==> src/rtl/bus_glue_pkg.sv <==
package bus_glue_pkg;
  typedef enum logic [1:0] {
    RGN_NONE = 2'd0,
    RGN_RAM  = 2'd1,
    RGN_ROM  = 2'd2,
    RGN_IO   = 2'd3
  } region_e;

  localparam int SLOT_IDX_W = 6;

  typedef struct packed {
    region_e               region;
    logic [SLOT_IDX_W-1:0] dev;
  } decode_t;
endpackage

==> src/rtl/bg_bank_latch.sv <==
module bg_bank_latch (
  input  logic clk,
  input  logic rst,
  input  logic phi2,
  input  logic bank_bit,
  output logic a16
);
  // Follow the bank bit through the whole low phase and freeze at the rise.
  always_ff @(posedge clk) begin
    if (rst)        a16 <= 1'b0;
    else if (!phi2) a16 <= bank_bit;
  end
endmodule

==> src/rtl/bg_region_decode.sv <==
module bg_region_decode
  import bus_glue_pkg::*;
#(
  parameter int NUM_IO      = 7,
  parameter int IO_BASE_NIB = 12,
  parameter int ROM_BASE_NIB = 13
) (
  input  logic       a16,
  input  logic [9:0] addr_hi,   // A15..A6
  input  logic       rwb,
  input  logic       valid,
  input  logic       slot_mode,
  output decode_t    dec
);
  localparam logic [3:0]            IO_NIB  = 4'(IO_BASE_NIB);
  localparam logic [3:0]            ROM_NIB = 4'(ROM_BASE_NIB);
  localparam logic [SLOT_IDX_W-1:0] DEV_LIM = SLOT_IDX_W'(NUM_IO);

  logic [3:0]            top_nib;
  logic [SLOT_IDX_W-1:0] idx;

  assign top_nib = addr_hi[9:6];

  // Page index is A11..A8; slot index is A11..A6.
  always_comb begin
    if (slot_mode) idx = addr_hi[5:0];
    else           idx = {2'b00, addr_hi[5:2]};
  end

  always_comb begin
    dec.region = RGN_NONE;
    dec.dev    = '0;
    if (valid) begin
      if (a16 || (top_nib < IO_NIB)) begin
        dec.region = RGN_RAM;
      end else if (top_nib >= ROM_NIB) begin
        dec.region = rwb ? RGN_ROM : RGN_NONE;
      end else if (idx < DEV_LIM) begin
        dec.region = RGN_IO;
        dec.dev    = idx;
      end else begin
        dec.region = RGN_RAM;
      end
    end
  end
endmodule

==> src/rtl/bg_select_reg.sv <==
module bg_select_reg
  import bus_glue_pkg::*;
#(
  parameter int NUM_IO = 7
) (
  input  logic              clk,
  input  logic              rst,
  input  decode_t           dec,
  output logic              ram_cs_n,
  output logic              rom_cs_n,
  output logic [NUM_IO-1:0] io_cs_n,
  output logic              wse_n
);
  always_ff @(posedge clk) begin
    if (rst) begin
      ram_cs_n <= 1'b1;
      rom_cs_n <= 1'b1;
      wse_n    <= 1'b1;
    end else begin
      ram_cs_n <= (dec.region != RGN_RAM);
      rom_cs_n <= (dec.region != RGN_ROM);
      wse_n    <= !((dec.region == RGN_ROM) || (dec.region == RGN_IO));
    end
  end

  for (genvar g = 0; g < NUM_IO; g++) begin : g_io_sel
    always_ff @(posedge clk) begin
      if (rst) io_cs_n[g] <= 1'b1;
      else     io_cs_n[g] <= !((dec.region == RGN_IO) &&
                              (dec.dev == SLOT_IDX_W'(g)));
    end
  end
endmodule

==> src/rtl/bg_strobe_gen.sv <==
module bg_strobe_gen (
  input  logic clk,
  input  logic rst,
  input  logic phi2,
  input  logic rwb,
  input  logic valid,
  output logic rd_n,
  output logic wd_n
);
  logic qual;
  assign qual = phi2 && valid;

  always_ff @(posedge clk) begin
    if (rst) begin
      rd_n <= 1'b1;
      wd_n <= 1'b1;
    end else begin
      rd_n <= !(qual && rwb);
      wd_n <= !(qual && !rwb);
    end
  end
endmodule

==> src/rtl/bus_glue_decoder.sv <==
module bus_glue_decoder
  import bus_glue_pkg::*;
#(
  parameter int NUM_IO = 7
) (
  input  logic              clk,
  input  logic              rst,
  input  logic              phi2,
  input  logic              rwb,
  input  logic              vda,
  input  logic              vpa,
  input  logic [9:0]        addr_hi,
  input  logic              bank_d0,
  input  logic              slot_mode,
  output logic              a16,
  output logic              ram_cs_n,
  output logic              rom_cs_n,
  output logic [NUM_IO-1:0] io_cs_n,
  output logic              rd_n,
  output logic              wd_n,
  output logic              wse_n
);
  logic    valid;
  decode_t dec;

  assign valid = vda || vpa;

  bg_bank_latch u_bank (
    .clk(clk), .rst(rst), .phi2(phi2), .bank_bit(bank_d0), .a16(a16)
  );

  bg_region_decode #(.NUM_IO(NUM_IO)) u_dec (
    .a16(a16), .addr_hi(addr_hi), .rwb(rwb), .valid(valid),
    .slot_mode(slot_mode), .dec(dec)
  );

  bg_select_reg #(.NUM_IO(NUM_IO)) u_sel (
    .clk(clk), .rst(rst), .dec(dec), .ram_cs_n(ram_cs_n),
    .rom_cs_n(rom_cs_n), .io_cs_n(io_cs_n), .wse_n(wse_n)
  );

  bg_strobe_gen u_strb (
    .clk(clk), .rst(rst), .phi2(phi2), .rwb(rwb), .valid(valid),
    .rd_n(rd_n), .wd_n(wd_n)
  );
endmodule

==> config.mk <==
export PLATFORM = sky130hd
export DESIGN_NAME = bus_glue_decoder
export DESIGN_NICKNAME = d
export VERILOG_FILES = /design/src/rtl/bus_glue_pkg.sv /design/src/rtl/bg_bank_latch.sv /design/src/rtl/bg_region_decode.sv /design/src/rtl/bg_select_reg.sv /design/src/rtl/bg_strobe_gen.sv /design/src/rtl/bus_glue_decoder.sv
export SDC_FILE = /design/constraint.sdc
export NUM_CORES = 1
export LEC_CHECK = 0
export BUFFER_PORTS_ARGS = -buffer_cell sky130_fd_sc_hd__clkbuf_2
export CAP_MARGIN = 20
export CORE_MARGIN = 5
export CORE_UTILIZATION = 41
export DETAILED_ROUTE_END_ITERATION = 8
export PLACE_DENSITY = 0.85
export REMOVE_ABC_BUFFERS = 1
export SYNTH_ARGS = -nofsm -noshare
export SYNTH_HDL_FRONTEND = slang
export SYNTH_SLANG_ARGS = --single-unit
export TNS_END_PERCENT = 30
==> constraint.sdc <==
create_clock -name clk -period 2 [get_ports clk]
set_clock_uncertainty 0.1 [all_clocks]
set_input_delay 0.3 -clock clk [delete_from_list [all_inputs] [get_ports clk]]
set_output_delay 0.3 -clock clk [all_outputs]
set_load 0.01 [all_outputs]
==> results by group <==
Outcome
  • Status: complete, no violations

Power
  • Clock share of power: 30.6%
  • Switching portion of total power: 23.8%
  • P per Cell Area: 654 mW/mm^2
  • Seq pwr share: 54.2%
  • Leak pwr: 0.336 nW
  • Comb pwr share: 15.2%
  • Switch Pwr: 0.000117 W
  • VDD IR max: 0.298 mV
  • Tot Pwr: 0.000492 W
  • Pint: 0.000375 W

Timing
  • Final WS setup: 0.365 ns
  • Worst Max-Slew Pin Slew: 0.368 ns
  • Fmax: 0.612 GHz
  • Fin. Hold Viols: 0
  • Setup-failing EPs final: 0
  • Fin crit period: 1.64 ns
  • Rel. slew slack: 75.4%
  • Unrepaired setup endpoints after global routing: no
  • Fin crit share: 81.8%
  • Slew Limit Fails: 0
  • Hold_ws: 0.133 ns
  • Total Neg Setup Slack: 0 ns

Worst setup path
  • Worst r2r src: u_bank.a16
  • Crit path DAT: 1.68 ns
  • R2R depth: 4
  • Critical Path Source Type: register
  • R2R Setup Slk: 0.36 ns
  • Worst Path Required: 2.04 ns
  • Critical R2R Capture: u_sel.io_cs_n[5]
  • Worst path cell trace: nand3b_4 > or3_4 > nor4b_2 > nand3_1
  • Worst-path maximum fanout: 4
  • Crit end category: register
  • Crit Path Category: register to register
  • Slowest cell on the critical path: nor4b_2
  • CP max stage delay: 0.42 ns

Synth
  • Adder-cell share of the synthesized area: 0%
  • Post-synthesis async set-or-reset flop share: 0%
  • Number of synthesized register bits: 13
  • Largest family of logic cells by synthesized area: simple AND/OR/NAND/NOR gates
  • Yosys top cell area share: 46.1%
  • Synthesized area per cell: 9.73 um^2
  • Synth Area in Simple Gates: 31.7%
  • EDFF count, synth: 0
  • Count leader, synth: dfxtp_1
  • Synth warn: 0
  • Top cells by instance count after synthesis: dfxtp_1, nand3_1, nor2_1
  • XOR/XNOR Fraction of Synth Area: 0%
  • Synth top area cells: dfxtp_1, nand3_1, mux2i_1
  • Synth Flop Type: dfxtp_1
  • Mapped Cells: 58
  • Synth unique cells: 30
  • Post-synthesis sequential area ratio: 46.1%
  • Compound-gate portion of the synthesized area: 12.9%
  • Synth area leader: dfxtp_1
  • Synth Cell Area: 564 um^2
  • Post-synthesis mux area share: 7.32%

Floorplanning
  • Die area: 0.00222 mm^2
  • Core Rows: 13
  • Die H: 47.1 um
  • # IOs: 31
  • CORE AREA: 0.00130 mm^2
  • Initial Util: 43.4%
  • Chip Width: 47.1 um

CTS
  • CTS resizes: 0
  • CTS tree: yes
  • Worst-Skew Late Latency: 0.26 ns
  • Num Clock Sinks: 13
  • CTS clk-pin slew, worst paths: 0.07 ns
  • # Post-CTS Setup Buffers: 0
  • Root Buffer: clkbuf_4
  • H-Tree Level Count: 1
  • Num CTS Buffers: 3
  • Max Root-Sink Buffers: 2
  • CTS Hold Bufs: 0

Place
  • Port Buffer Count: 30
  • Placed cells: 101
  • GP Congestion: 0.806
  • Detailed-placement wirelength estimate: 1060 um
  • Post-Place Worst Slack: 0.350 ns

Global route
  • Vias in the first global route: 460
  • First-pass GRT wire length: 1790 um
  • Largest net degree at the start of global routing: 11
  • Global route overflow: 0
  • Initial antenna violation count: 0
  • Total Routing Usage GR: 11.5%

Routing
  • Drt total wl: 1260 um
  • Remaining antenna violation count: 0
  • Initial DRC count: 18
  • Via/cell ratio: 5.23
  • Detailed Routing Iterations Pass 1: 4
  • Vias: 549
  • Post-route DRC: 0
  • Avg WL per Cell: 12.0 um

Job
  • Max Cap Viol: 0

Final layout
  • Fin cells: 105
  • Antenna Cells: 0
  • Layout Area Growth over Synthesis: 33.3%
  • Final net count: 109
  • Share of cells above drive strength 1: 42.2%
  • Fillers: 132

Worst hold path
  • Classification of the worst-slack hold path: input port to register
  • Hold Path Depth: 2
  • Min-Delay Endpoint: u_strb.rd_n
  • Hold Crit Start: rwb
## sequential cells by signal, summed over array words and instances, names as in the netlist
signal          cells
u_sel.io_cs_n       7
u_bank.a16          1
u_sel.ram_cs_n      1
u_sel.rom_cs_n      1
u_sel.wse_n         1
u_strb.rd_n         1
u_strb.wd_n         1
## power by group through the flow
stage | combinational (W) | clock (W) | sequential (W)
floorplan | 0.0000337 | 0 | 0.000275
global placement | 0.0000713 | 0 | 0.000272
detailed placement | 0.0000743 | 0 | 0.000272
CTS | 0.0000748 | 0.000157 | 0.000266
global route | 0.0000821 | 0.000168 | 0.000267
finish | 0.0000749 | 0.000150 | 0.000266
## through the flow
step                      cell area [um^2]  utilization [%]
final                                  752             57.8
after global routing                   752             57.8
after CTS                              752             57.8
after detailed placement               726             55.8
after global placement                 726             55.8
after floorplan                        557                -
## layout by cell type (no fill, tap or decap)
cell and count:
o211a_1 1, mux2_2 1, nand3b_1 1, or4_1 1
nand4_1 1, o221ai_1 1, a31oi_1 1, o22ai_1 1
o31a_1 1, or3_4 1, nor4b_2 1, nor4_2 1
inv_1 1, nand2_1 3, nor3_1 1, nor2b_1 1
o21ai_0 1, nand2b_1 1, nor4_1 1, nand3b_4 1
clkbuf_4 3, clkbuf_1 1, clkbuf_2 30, a22oi_1 1
a21o_1 1, nor2_1 6, mux2i_1 3, dfxtp_1 13
a21oi_1 1, a211oi_1 1, nand3_1 7, or3_1 1
## cell families (layout without fill, tap and decap cells)
family | Yosys count | after routing
buffers and inverters | 3 | 35
DFF | 13 | 13
AOI/OAI and AO/OA | 10 | 10
and+or+nand+nor | 28 | 28
muxes | 4 | 4
## worst max-delay path by stage
| stage | from | to | slack (ns) | cells after the start |
|---|---|---|---|---|
| after CTS | u_bank.a16 | u_sel.io_cs_n[5] | 0.36 | 4 |
| after global placement | addr_hi[9] | u_sel.io_cs_n[0] | 0.38 | 4 |
| after global routing | u_bank.a16 | u_sel.io_cs_n[1] | 0.25 | 4 |
| after floorplan | u_bank.a16 | u_sel.io_cs_n[0] | 0.42 | 3 |
| after detailed placement | addr_hi[9] | u_sel.io_cs_n[5] | 0.35 | 5 |
| final | u_bank.a16 | u_sel.io_cs_n[5] | 0.36 | 4 |
## critical path, delay by kind of cell (launching register included)
kind | cells | cell delay, ns
flops | 1 | 0.35
simple gates | 4 | 1.07
## cell type report
class,count,area (um^2),share of cell area (%)
multi-input cells,42,293,38.9
flip-flops and latches,13,260,34.6
repair buffers,30,150,20.0
clock buffers,4,26.3,3.49
well taps,15,18.8,2.50
inverters,1,3.75,0.499
## layer usage
| metal | track usage (%) | vias to the layer above | part of all wire, % |
|---|---|---|---|
| met5 | 0 | - | 0 |
| met4 | 9.94 | 0 | 1.8 |
| met3 | 0.383 | 2 | 9.7 |
| met2 | 16.5 | 25 | 47 |
| met1 | 15.7 | 242 | 41 |
| li1 | - | 280 | - |
Note: power is estimated with default switching activity, not from simulation.
